==> src/rtl/rrc_pkg.sv <==
`timescale 1ns/1ps
package rrc_pkg;

    typedef enum logic [2:0] {
        S_IDLE,
        S_ROM_RD,
        S_RAM_RD,
        S_WR_WE,
        S_WR_TURN,
        S_WR_DATA,
        S_WR_END,
        S_FLOAT
    } rrc_state_e;

    // Minimum time in ns converted to whole clock cycles, at least one.
    function automatic int ns_to_cyc(input int t_ns, input int clk_ns);
        int c;
        c = (t_ns + clk_ns - 1) / clk_ns;
        return (c < 1) ? 1 : c;
    endfunction

    function automatic int max2(input int a, input int b);
        return (a > b) ? a : b;
    endfunction

endpackage

==> src/rtl/rrc_phase_timer.sv <==
`timescale 1ns/1ps
module rrc_phase_timer #(
    parameter int CNT_W = 8
) (
    input  logic             clk,
    input  logic             rst_n,
    input  logic             load,
    input  logic [CNT_W-1:0] load_val,
    output logic             done
);
    logic [CNT_W-1:0] cnt_q;

    always_ff @(posedge clk or negedge rst_n) begin
        if (!rst_n) begin
            cnt_q <= '0;
        end else if (load) begin
            cnt_q <= load_val;
        end else if (cnt_q != '0) begin
            cnt_q <= cnt_q - 1'b1;
        end
    end

    assign done = (cnt_q == '0);
endmodule

==> src/rtl/rrc_req_latch.sv <==
`timescale 1ns/1ps
module rrc_req_latch #(
    parameter int ADDR_W = 19,
    parameter int RAM_AW = 15,
    parameter int DATA_W = 8
) (
    input  logic              clk,
    input  logic              rst_n,
    input  logic              take,
    input  logic              ram,
    input  logic [ADDR_W-1:0] addr_in,
    input  logic [DATA_W-1:0] wdata_in,
    output logic [ADDR_W-1:0] addr_out,
    output logic [DATA_W-1:0] wdata_out
);
    localparam int HI_W = ADDR_W - RAM_AW;

    logic [ADDR_W-1:0] addr_next;

    // RAM accesses pin the unused upper address bits to a constant 0.
    generate
        if (HI_W > 0) begin : g_hi
            assign addr_next = ram ? {{HI_W{1'b0}}, addr_in[RAM_AW-1:0]} : addr_in;
        end else begin : g_flat
            assign addr_next = addr_in;
        end
    endgenerate

    always_ff @(posedge clk or negedge rst_n) begin
        if (!rst_n) begin
            addr_out  <= '0;
            wdata_out <= '0;
        end else if (take) begin
            addr_out  <= addr_next;
            wdata_out <= wdata_in;
        end
    end
endmodule

==> src/rtl/rrc_rd_capture.sv <==
`timescale 1ns/1ps
module rrc_rd_capture #(
    parameter int DATA_W = 8
) (
    input  logic              clk,
    input  logic              rst_n,
    input  logic              sample,
    input  logic [DATA_W-1:0] din,
    output logic [DATA_W-1:0] dout
);
    always_ff @(posedge clk or negedge rst_n) begin
        if (!rst_n) begin
            dout <= '0;
        end else if (sample) begin
            dout <= din;
        end
    end
endmodule

==> src/rtl/rrc_ctrl.sv <==
`timescale 1ns/1ps
module rrc_ctrl
    import rrc_pkg::*;
#(
    parameter int CLK_NS     = 5,
    parameter int ADDR_W     = 19,
    parameter int RAM_AW     = 15,
    parameter int DATA_W     = 8,
    parameter int T_ACC_NS   = 500,
    parameter int T_FLOAT_NS = 40,
    parameter int T_TURN_NS  = 80,
    parameter int T_WP_NS    = 400,
    parameter int T_CW_NS    = 365,
    parameter int T_DW_NS    = 200,
    parameter int T_WC_NS    = 500
) (
    input  logic              clk,
    input  logic              rst_n,
    input  logic              req_valid,
    output logic              req_ready,
    input  logic              req_ram,
    input  logic              req_write,
    input  logic [ADDR_W-1:0] req_addr,
    input  logic [DATA_W-1:0] req_wdata,
    output logic              rsp_valid,
    output logic [DATA_W-1:0] rsp_rdata,
    output logic [ADDR_W-1:0] mem_addr,
    output logic              mem_rom_sel_n,
    output logic              mem_share_n,
    output logic              mem_wr_n,
    output logic [DATA_W-1:0] mem_d_out,
    output logic              mem_d_drive,
    input  logic [DATA_W-1:0] mem_d_in
);
    // Phase lengths in cycles.
    localparam int N_ACC  = ns_to_cyc(T_ACC_NS, CLK_NS);
    localparam int N_FLT  = ns_to_cyc(T_FLOAT_NS, CLK_NS);
    localparam int N_TURN = ns_to_cyc(T_TURN_NS, CLK_NS);
    localparam int N_OVL  = ns_to_cyc(T_WP_NS, CLK_NS);
    localparam int N_CW   = ns_to_cyc(T_CW_NS, CLK_NS);
    localparam int N_DW   = ns_to_cyc(T_DW_NS, CLK_NS);
    localparam int N_WC   = ns_to_cyc(T_WC_NS, CLK_NS);
    localparam int N_DATA = max2(max2(N_DW, N_OVL - N_TURN),
                                 max2(N_CW - N_TURN, N_WC - N_TURN - 2));
    localparam int N_MAX  = max2(max2(N_ACC, N_FLT), max2(N_TURN, N_DATA));
    localparam int CNT_W  = $clog2(N_MAX + 1);

    localparam logic [CNT_W-1:0] L_ACC  = CNT_W'(N_ACC - 1);
    localparam logic [CNT_W-1:0] L_FLT  = CNT_W'(N_FLT - 1);
    localparam logic [CNT_W-1:0] L_TURN = CNT_W'(N_TURN - 1);
    localparam logic [CNT_W-1:0] L_DATA = CNT_W'(N_DATA - 1);

    rrc_state_e       state_q, state_d;
    logic             phase_done;
    logic             phase_load;
    logic [CNT_W-1:0] phase_len;
    logic             accept;
    logic             rd_sample;
    logic             rsp_q;

    assign accept = (state_q == S_IDLE) && req_valid;

    // Next-state selection.
    always_comb begin
        state_d = state_q;
        unique case (state_q)
            S_IDLE: begin
                if (req_valid) begin
                    if (req_ram) begin
                        state_d = req_write ? S_WR_WE : S_RAM_RD;
                    end else begin
                        state_d = req_write ? S_FLOAT : S_ROM_RD;
                    end
                end
            end
            S_ROM_RD:  if (phase_done) state_d = S_FLOAT;
            S_RAM_RD:  if (phase_done) state_d = S_FLOAT;
            S_WR_WE:   if (phase_done) state_d = S_WR_TURN;
            S_WR_TURN: if (phase_done) state_d = S_WR_DATA;
            S_WR_DATA: if (phase_done) state_d = S_WR_END;
            S_WR_END:  if (phase_done) state_d = S_FLOAT;
            S_FLOAT:   if (phase_done) state_d = S_IDLE;
            default:   state_d = S_IDLE;
        endcase
    end

    // Phase length loaded on entry to the next state.
    always_comb begin
        phase_len = '0;
        unique case (state_d)
            S_ROM_RD, S_RAM_RD:  phase_len = L_ACC;
            S_WR_TURN:           phase_len = L_TURN;
            S_WR_DATA:           phase_len = L_DATA;
            S_FLOAT:             phase_len = L_FLT;
            default:             phase_len = '0;
        endcase
    end

    assign phase_load = (state_d != state_q);
    assign rd_sample  = ((state_q == S_ROM_RD) || (state_q == S_RAM_RD)) && phase_done;

    // State register.
    always_ff @(posedge clk or negedge rst_n) begin
        if (!rst_n) begin
            state_q <= S_IDLE;
        end else begin
            state_q <= state_d;
        end
    end

    always_ff @(posedge clk or negedge rst_n) begin
        if (!rst_n) begin
            rsp_q <= 1'b0;
        end else begin
            rsp_q <= (state_q == S_FLOAT) && phase_done;
        end
    end

    // Pin decode from the state.
    always_comb begin
        mem_rom_sel_n = 1'b1;
        mem_share_n   = 1'b1;
        mem_wr_n      = 1'b1;
        mem_d_drive   = 1'b0;
        req_ready     = 1'b0;
        unique case (state_q)
            S_IDLE:   req_ready = 1'b1;
            S_ROM_RD: begin
                mem_rom_sel_n = 1'b0;
                mem_share_n   = 1'b0;
            end
            S_RAM_RD: mem_share_n = 1'b0;
            S_WR_WE:  mem_wr_n = 1'b0;
            S_WR_TURN: begin
                mem_wr_n    = 1'b0;
                mem_share_n = 1'b0;
            end
            S_WR_DATA: begin
                mem_wr_n    = 1'b0;
                mem_share_n = 1'b0;
                mem_d_drive = 1'b1;
            end
            S_WR_END: mem_share_n = 1'b0;
            S_FLOAT:  ;
            default:  ;
        endcase
    end

    assign rsp_valid = rsp_q;

    rrc_phase_timer #(.CNT_W(CNT_W)) u_timer (
        .clk      (clk),
        .rst_n    (rst_n),
        .load     (phase_load),
        .load_val (phase_len),
        .done     (phase_done)
    );

    rrc_req_latch #(.ADDR_W(ADDR_W), .RAM_AW(RAM_AW), .DATA_W(DATA_W)) u_latch (
        .clk       (clk),
        .rst_n     (rst_n),
        .take      (accept),
        .ram       (req_ram),
        .addr_in   (req_addr),
        .wdata_in  (req_wdata),
        .addr_out  (mem_addr),
        .wdata_out (mem_d_out)
    );

    rrc_rd_capture #(.DATA_W(DATA_W)) u_cap (
        .clk    (clk),
        .rst_n  (rst_n),
        .sample (rd_sample),
        .din    (mem_d_in),
        .dout   (rsp_rdata)
    );
endmodule

==> config.mk <==
export PLATFORM = sky130hd
export DESIGN_NAME = rrc_ctrl
export DESIGN_NICKNAME = d
export VERILOG_FILES = /design/src/rtl/rrc_pkg.sv /design/src/rtl/rrc_phase_timer.sv /design/src/rtl/rrc_req_latch.sv /design/src/rtl/rrc_rd_capture.sv /design/src/rtl/rrc_ctrl.sv
export SDC_FILE = /design/constraint.sdc
export NUM_CORES = 1
export LEC_CHECK = 0
export BUFFER_PORTS_ARGS = -buffer_cell sky130_fd_sc_hd__buf_2
export CELL_PAD_IN_SITES_DETAIL_PLACEMENT = 0
export CELL_PAD_IN_SITES_GLOBAL_PLACEMENT = 2
export CORE_MARGIN = 2
export CORE_UTILIZATION = 28
export CTS_CLUSTER_SIZE = 10
export DETAILED_ROUTE_END_ITERATION = 7
export PLACE_DENSITY_LB_ADDON = 0.1
export SYNTH_ARGS = -nofsm -noshare
export SYNTH_HDL_FRONTEND = slang
export SYNTH_HIERARCHICAL = 1
export SYNTH_SLANG_ARGS = --single-unit
==> constraint.sdc <==
create_clock -name clk -period 2.7 [get_ports clk]
set_clock_uncertainty 0.15 [all_clocks]
set_input_delay 0.405 -clock clk [delete_from_list [all_inputs] [get_ports clk]]
set_output_delay 0.405 -clock clk [all_outputs]
set_load 0.02 [all_outputs]
==> results.md, run 1 <==
- Die area: 0.00861 mm^2
- Worst EP required: 2.74 ns
- I/O pin count: 81
- Detailed-route DRC error count: 0
- HP Class: in -> reg
- Initial antenna violation count: 0
- Root Buffer: clkbuf_8
- Setup violators final: 0
- WHS: 0.181 ns
- Gp weighted congestion: 0.703
- Ant. Diodes: 0
- Critical Path Source Type: flop
- Remaining antenna violation count after routing: 0
- R2R Path End: u_timer/cnt_q[6]
- First-pass DRT Iterations: 4
- Clock sink count: 46
- Final Hold Vio Count: 0
- Nets: 303
- Via count: 1585
- Post-synthesis sequential area ratio: 52.2%
- FP Rows: 32
- Worst reg2reg startpoint: u_timer/cnt_q[2]
- Worst slew pin tran: 0.545 ns
- Critical path type: reg -> reg
- Worst path cell trace: or4_4, nor2_1, buf_4, xnor2_1, nor2b_4, a21oi_4, mux2_2, nand2b_1, o31a_1
- Routed WL per cell: 13.4 um
- Final Instance Count excl. Fillers: 364
- Syn nets: 213
- Hold Path Depth: 2
- Max FO, Critical Path: 8
- Flops & latches, synth: 46
- Syn Inst Count: 171
- Port bufs: 80
- VDD IR max: 0.000152 V
- Main area contributors after synthesis: dfrtp_1 52%, mux2_2 12%, mux2_4 5.4%
- Worst rel slew slack: 63.6%
- Synth Flop Type: dfrtp_1
- Htree depth: 2
- Worst hold path endpoint: u_latch/addr_out[13]
- CP max-delay cell: or4_4
- Overall routing resource usage: 12.0%
- Synth warn: 6
- CTS tree: yes
- Status: completed
- Cell taking the most area after synthesis: dfrtp_1
- Worst Setup End Kind: flop
- Max-cap violations: 0
- Max Clock Freq: 393 MHz
- First-pass GRT wire length: 8080 um
- Initial DRC count: 26
- Slew Viols, Final: 0
- Vias in the first global route: 1670
- Routed Wire Length: 4870 um
- CTS Buf Count: 5
- Die height: 92.8 um
- Largest net degree at the start of global routing: 32
- Layout overhead on the synthesized area: 30.3%
- Post-synthesis cell area: 0.00221 mm^2
- Dpl cells: 352
- Worst Reg2Reg Path Length in Cells: 9
- Core area: 0.00769 mm^2
- Vias per std cell: 4.35
- Min-delay src: req_addr[13]
- Max clock buf depth: 2
- Synth cell types: 45
- Layout cell share with drive strength beyond 1: 53.4%
- Hpwl dp: 3580 um
- PwrDens: 437 mW/mm^2
- Period utilisation layout: 94.3%
- Post-layout min period: 2.55 ns
- Worst skew pair latency: 0.30 ns
- DIE WIDTH: 92.8 um
- RSZ-0062 raised after global routing: no
- Final core occ: 37.4%
- Area share of the largest cell type after synthesis: 52.2%
- Setup Total Neg Slack: 0 ns
- Clock-pin slew on the worst setup and hold paths: 0.09 ns
- R2R setup slack: 0.15 ns
- Initial Util: 28.7%
- CP arrival: 2.59 ns
- Slowest cell delay on critical path: 0.57 ns
- Async SR Flop Fraction: 100%
- Syn avg cell area: 12.9 um^2
- Leakage: 1.50 nW
- EDFF count, synth: 0
- Total grt overflow: 0
## stage by stage
stage | setup WS, ns | total power (W) | instance area [um^2]
after global routing | 0.0236 | 0.00131 | 2880
after floorplan | 0.0683 | 0.000706 | 2210
after CTS | 0.0723 | 0.00129 | 2850
after detailed placement | 0.0854 | 0.000753 | 2730
final | 0.154 | 0.00126 | 2880
after global placement | 0.125 | 0.000753 | 2730
## critical path: cells and delay by family (launching register included)
family	cells	cell delay [ns]
AO/OA/AOI/OAI	2	0.30
buffers and inverters	1	0.17
multiplexers	1	0.35
XOR/XNOR	1	0.09
AND/OR/NAND/NOR	4	0.99
flip-flops	1	0.40
## flip-flops by register name, summed over array words and instances (netlist names)
signal and count:
u_latch/wdata_out 8, u_timer/cnt_q 7, state_q 3, rsp_valid 1, u_latch/addr_out 19, u_cap/dout 8
## timing repair
item	CTS	global route
setup endpoints to repair	0	2
hold buffers	1	0
setup buffers	0	3
endpoints found under the hold margin	22	0
resized for setup	0	1
## how the worst max path moves through the flow
| stage | startpoint | to | slack [ns] | cells after the start |
|---|---|---|---|---|
| 2_1_floorplan | u_timer/cnt_q[3] | u_timer/cnt_q[6] | 0.07 | 8 |
| 3_3_place_gp | u_timer/cnt_q[3] | u_timer/cnt_q[6] | 0.13 | 9 |
| 3_5_place_dp | u_timer/cnt_q[3] | u_timer/cnt_q[6] | 0.09 | 9 |
| 4_1_cts | u_timer/cnt_q[3] | u_timer/cnt_q[6] | 0.07 | 9 |
| 5_1_grt | u_timer/cnt_q[2] | u_timer/cnt_q[6] | 0.02 | 9 |
| 6_report | u_timer/cnt_q[2] | u_timer/cnt_q[6] | 0.15 | 9 |
## power by group
| part | leakage (nW) | internal, W | switching, W |
|---|---|---|---|
| registers | 0.598 | 0.000688 | 0 |
| clock network | 0.0514 | 0.000276 | 0.000241 |
| logic | 0.848 | 0.0000251 | 0.0000248 |
## layer usage
layer,vias to the layer above,global-route usage [%],wire length [um],part of all wire [%]
li1,777,-,-,-
met1,754,15.9,2330,48
met2,49,19.1,2180,45
met3,5,2.52,284,5.8
met4,0,4.78,72,1.5
met5,-,0,0,0
## cells in the mapped netlist (2+ instances only)
| library cell | number |
|---|---|
| a21oi_1 | 2 |
| a22o_1 | 2 |
| and2_1 | 2 |
| buf_6 | 4 |
| dfrtp_1 | 46 |
| ha_1 | 2 |
| inv_1 | 10 |
| mux2_2 | 24 |
| mux2_4 | 8 |
| nand2_1 | 7 |
| nand2b_1 | 4 |
| nand3b_1 | 4 |
| nor2_1 | 7 |
| nor2_2 | 2 |
| nor2b_1 | 2 |
| nor3_1 | 2 |
| o21ai_0 | 7 |
| o31ai_1 | 4 |
| xnor2_1 | 5 |
| xor2_1 | 2 |
## placed cells by master, fill, tap and decap left out, types with 2 or more instances in the layout
| master | instances |
|---|---|
| buf_2 | 80 |
| dfrtp_1 | 46 |
| mux2_2 | 24 |
| inv_1 | 10 |
| buf_4 | 8 |
| mux2_4 | 8 |
| nor2_1 | 7 |
| o21ai_0 | 7 |
| nand2_1 | 7 |
| xnor2_1 | 5 |
| clkbuf_8 | 5 |
| nand2b_1 | 4 |
| nand3b_1 | 4 |
| o31ai_1 | 4 |
| nor2_2 | 2 |
| nor3_1 | 2 |
| xor2_1 | 2 |
| and2_1 | 2 |
| nor2b_1 | 2 |
| a21oi_1 | 2 |
| ha_1 | 2 |
## final cells by class
class / instances / area, um^2
clock buffers: 6 / 72.6
clock inverters: 2 / 37.5
fillers: 802 / 4810
inverters: 10 / 37.5
multi-input cells: 108 / 958
flip-flops and latches: 46 / 1150
well taps: 102 / 128
repair buffers: 90 / 490
## cell families (layout without fill, tap and decap cells)
logic type      after synthesis  after routing  share of synthesized area, %
compound gates               25             25                          8.67
xor+xnor                      8              8                          3.51
fa+ha+maj                     2              2                          1.13
buf+inv                      17            108                          4.48
flops                        46             46                          52.2
mux                          34             34                          18.7
simple gates                 39             39                          11.4
No activity file was read; power rests on OpenSTA's default activity.
==> inputs of run 2 (changes only) <==
--- a/config.mk
+++ b/config.mk
@@ -12,7 +12,7 @@
 export CORE_UTILIZATION = 28
 export CTS_CLUSTER_SIZE = 10
 export DETAILED_ROUTE_END_ITERATION = 7
-export PLACE_DENSITY_LB_ADDON = 0.1
+export PLACE_DENSITY_LB_ADDON = 0.05
 export SYNTH_ARGS = -nofsm -noshare
 export SYNTH_HDL_FRONTEND = slang
 export SYNTH_HIERARCHICAL = 1
==> run 2 against run 1 <==
Effect of this change:
- sequential power about the same
- hold slack worse by 0.0094 ns
- utilization down 0.15 points
- highest routed layer unchanged
- via count down 0.88%
- non-clock buffer count down 1
- sequential share of layout area up 0.16 points
- combinational power about the same
- critical path type unchanged
- routed wire length down 0.35%
- register-to-register slack about the same
==> results.md, run 2 (synthesized netlist as in run 1, its figures left out) <==
- Status: completed (unchanged)
- Hold Path Depth: 2 (unchanged)
- Multi-input logic area: 960 um^2 (was 958 um^2)
- Clock-pin slew on the worst setup and hold paths: 0.10 ns (was 0.09 ns)
- Gp weighted congestion: 0.695 (was 0.703)
- First-pass DRT Iterations: 4 (unchanged)
- First-pass GRT wire length: 7780 um (was 8080 um)
- Clock sink count: 46 (unchanged)
- Routed Wire Length: 4850 um (was 4870 um)
- Overall routing resource usage: 11.6% (was 12.0%)
- Worst EP required: 2.73 ns (was 2.74 ns)
- Initial Util: 28.7% (unchanged)
- Ant. Diodes: 0 (unchanged)
- Final Hold Vio Count: 0 (unchanged)
- Biggest register: u_latch/addr_out (unchanged)
- Worst rel slew slack: 70.2% (was 63.6%)
- Worst slew pin tran: 0.443 ns (was 0.545 ns)
- Worst path bufs/invs: 1 (unchanged)
- Post-layout min period: 2.55 ns (about the same)
- Max-cap violations: 0 (unchanged)
- PwrDens: 411 mW/mm^2 (was 437 mW/mm^2)
- I/O pin count: 81 (unchanged)
- FF+latch area: 0.00115 mm^2 (unchanged)
- Setup violators final: 0 (unchanged)
- RSZ-0062 raised after global routing: no (unchanged)
- Core area: 0.00769 mm^2 (unchanged)
- Worst Setup End Kind: flop (unchanged)
- Worst Reg2Reg Path Length in Cells: 9 (unchanged)
- Overall power: 0.00118 W (was 0.00126 W)
- Vias in the first global route: 1537 (was 1670)
- Initial antenna violation count: 0 (unchanged)
- CTS tree: yes (unchanged)
- Total grt overflow: 0 (unchanged)
- Period utilisation layout: 94.3% (about the same)
- Commonest non-fill, non-tap cell in the layout: buf_2 (unchanged)
- Worst path cell trace: or4_4, nor2_2, buf_4, xnor2_1, a22o_1, nor2_1, mux2_2, nand2b_1, o31a_1 (was or4_4, nor2_1, buf_4, xnor2_1, nor2b_4, a21oi_4, mux2_2, nand2b_1, o31a_1)
- Initial DRC count: 36 (was 26)
- Layout overhead on the synthesized area: 29.8% (was 30.3%)
- Hpwl dp: 3620 um (was 3580 um)
- CP arrival: 2.58 ns (was 2.59 ns)
- Root Buffer: clkbuf_8 (unchanged)
- Max FO, Critical Path: 7 (was 8)
- Layout cell share with drive strength beyond 1: 53.6% (was 53.4%)
- Fill cells: 793 (was 802)
- Max clock buf depth: 2 (unchanged)
- Via count: 1571 (was 1585)
- Detailed-route DRC error count: 0 (unchanged)
- WHS: 0.172 ns (was 0.181 ns)
- Die height: 92.8 um (unchanged)
- Leakage: 1.48 nW (was 1.50 nW)
- WP depth: 9 (unchanged)
- Worst skew pair latency: 0.30 ns (about the same)
- Critical Path Source Type: flop (unchanged)
- Cell family with most CP delay: simple AND/OR/NAND/NOR gates (unchanged)
- Critical path type: reg -> reg (unchanged)
- CTS Buf Count: 5 (unchanged)
- Max FFs per register: 19 (unchanged)
- Htree depth: 2 (unchanged)
- Routed WL per cell: 13.4 um (about the same)
- Largest net degree at the start of global routing: 47 (was 32)
- Max Clock Freq: 393 MHz (about the same)
- DIE WIDTH: 92.8 um (unchanged)
- FP Rows: 32 (unchanged)
- Design area: 0.00286 mm^2 (was 0.00288 mm^2)
- CP max-delay cell: or4_4 (unchanged)
- Die area: 0.00861 mm^2 (unchanged)
- Post-DP Area: 0.00276 mm^2 (was 0.00273 mm^2)
- Vias per std cell: 4.33 (was 4.35)
- Setup Total Neg Slack: 0 ns (unchanged)
- Slew Viols, Final: 0 (unchanged)
- Slowest cell delay on critical path: 0.57 ns (about the same)
- Port bufs: 80 (unchanged)
- Nets: 302 (was 303)
- Regs by FF count: u_latch/addr_out x19, u_cap/dout x8, u_latch/wdata_out x8 (unchanged)
- Most frequent cells in the layout: 80 x buf_2, 46 x dfrtp_1, 24 x mux2_2 (unchanged)
- HP Class: in -> reg (unchanged)
- VDD IR max: 0.000158 V (was 0.000152 V)
- Setup Buffers After CTS: 0 (unchanged)
- Remaining antenna violation count after routing: 0 (unchanged)
==> run 2: cell count changes in the layout (fill, tap and decap cells not counted), sizes merged <==
cell and change:
bufinv -1, buf -1, inv +1, clkbuf -1, clkinvlp +1
==> run 2: worst register-to-register path, delay by kind of cell (launching register included) <==
family	cells	cell delay (ns)
buffers and inverters	1	0.17
AND/OR/NAND/NOR	4	0.95
AO/OA/AOI/OAI	2	0.37
XOR/XNOR	1	0.12
flip-flops	1	0.43
multiplexers	1	0.25
==> run 2: final timing paths <==
path / start / endpoint / slack, ns
setup reg to reg: u_timer/cnt_q[4] / u_timer/cnt_q[6] / 0.15
setup / recovery: u_timer/cnt_q[4] / u_timer/cnt_q[6] / 0.15
hold / removal: mem_d_in[6] / u_cap/dout[6] / 0.17
max in group asynchronous: rst_n / u_timer/cnt_q[4] / 1.71
min in group asynchronous: rst_n / u_latch/addr_out[11] / 0.47
hold reg to reg: u_latch/wdata_out[6] / u_latch/wdata_out[6] / 0.36
==> run 2: report_power, final <==
part | internal (W) | leakage [nW] | switching [W]
combinational | 0.0000253 | 0.845 | 0.0000243
sequential | 0.000688 | 0.598 | 0
clock | 0.000186 | 0.0408 | 0.000253
==> run 2: through the flow <==
stage	std cells	setup WS [ns]	util, %
2_1_floorplan	171	0.0683	-
3_3_place_gp	354	0.186	35.9
3_5_place_dp	354	0.126	35.9
4_1_cts	363	0.103	37.2
5_1_grt	363	0.00187	37.3
6_report	363	0.154	37.3
==> run 2: layer usage <==
metal	global-route usage [%]	up-vias	share of wire [%]
met5	0	-	0
met3	2.60	2	5.7
met4	3.31	0	0.66
met2	18.2	52	46
li1	-	770	-
met1	15.9	747	48
==> run 2: what timing repair did <==
| item | 4_1_cts | 5_1_grt |
|---|---|---|
| resized for setup | 0 | 1 |
| hold endpoints to repair | 46 | 0 |
| hold buffers | 1 | 0 |
| endpoints found under the setup margin | 0 | 3 |
==> run 2: cell type report <==
| class | instances | share of cell area [%] |
|---|---|---|
| Sequential cell | 46 | 40.2 |
| Tap cell | 102 | 4.46 |
| Clock inverter | 3 | 0.830 |
| Multi-Input combinational cell | 108 | 33.5 |
| Timing Repair Buffer | 89 | 17.3 |
| Inverter | 10 | 1.31 |
| Clock buffer | 5 | 2.40 |
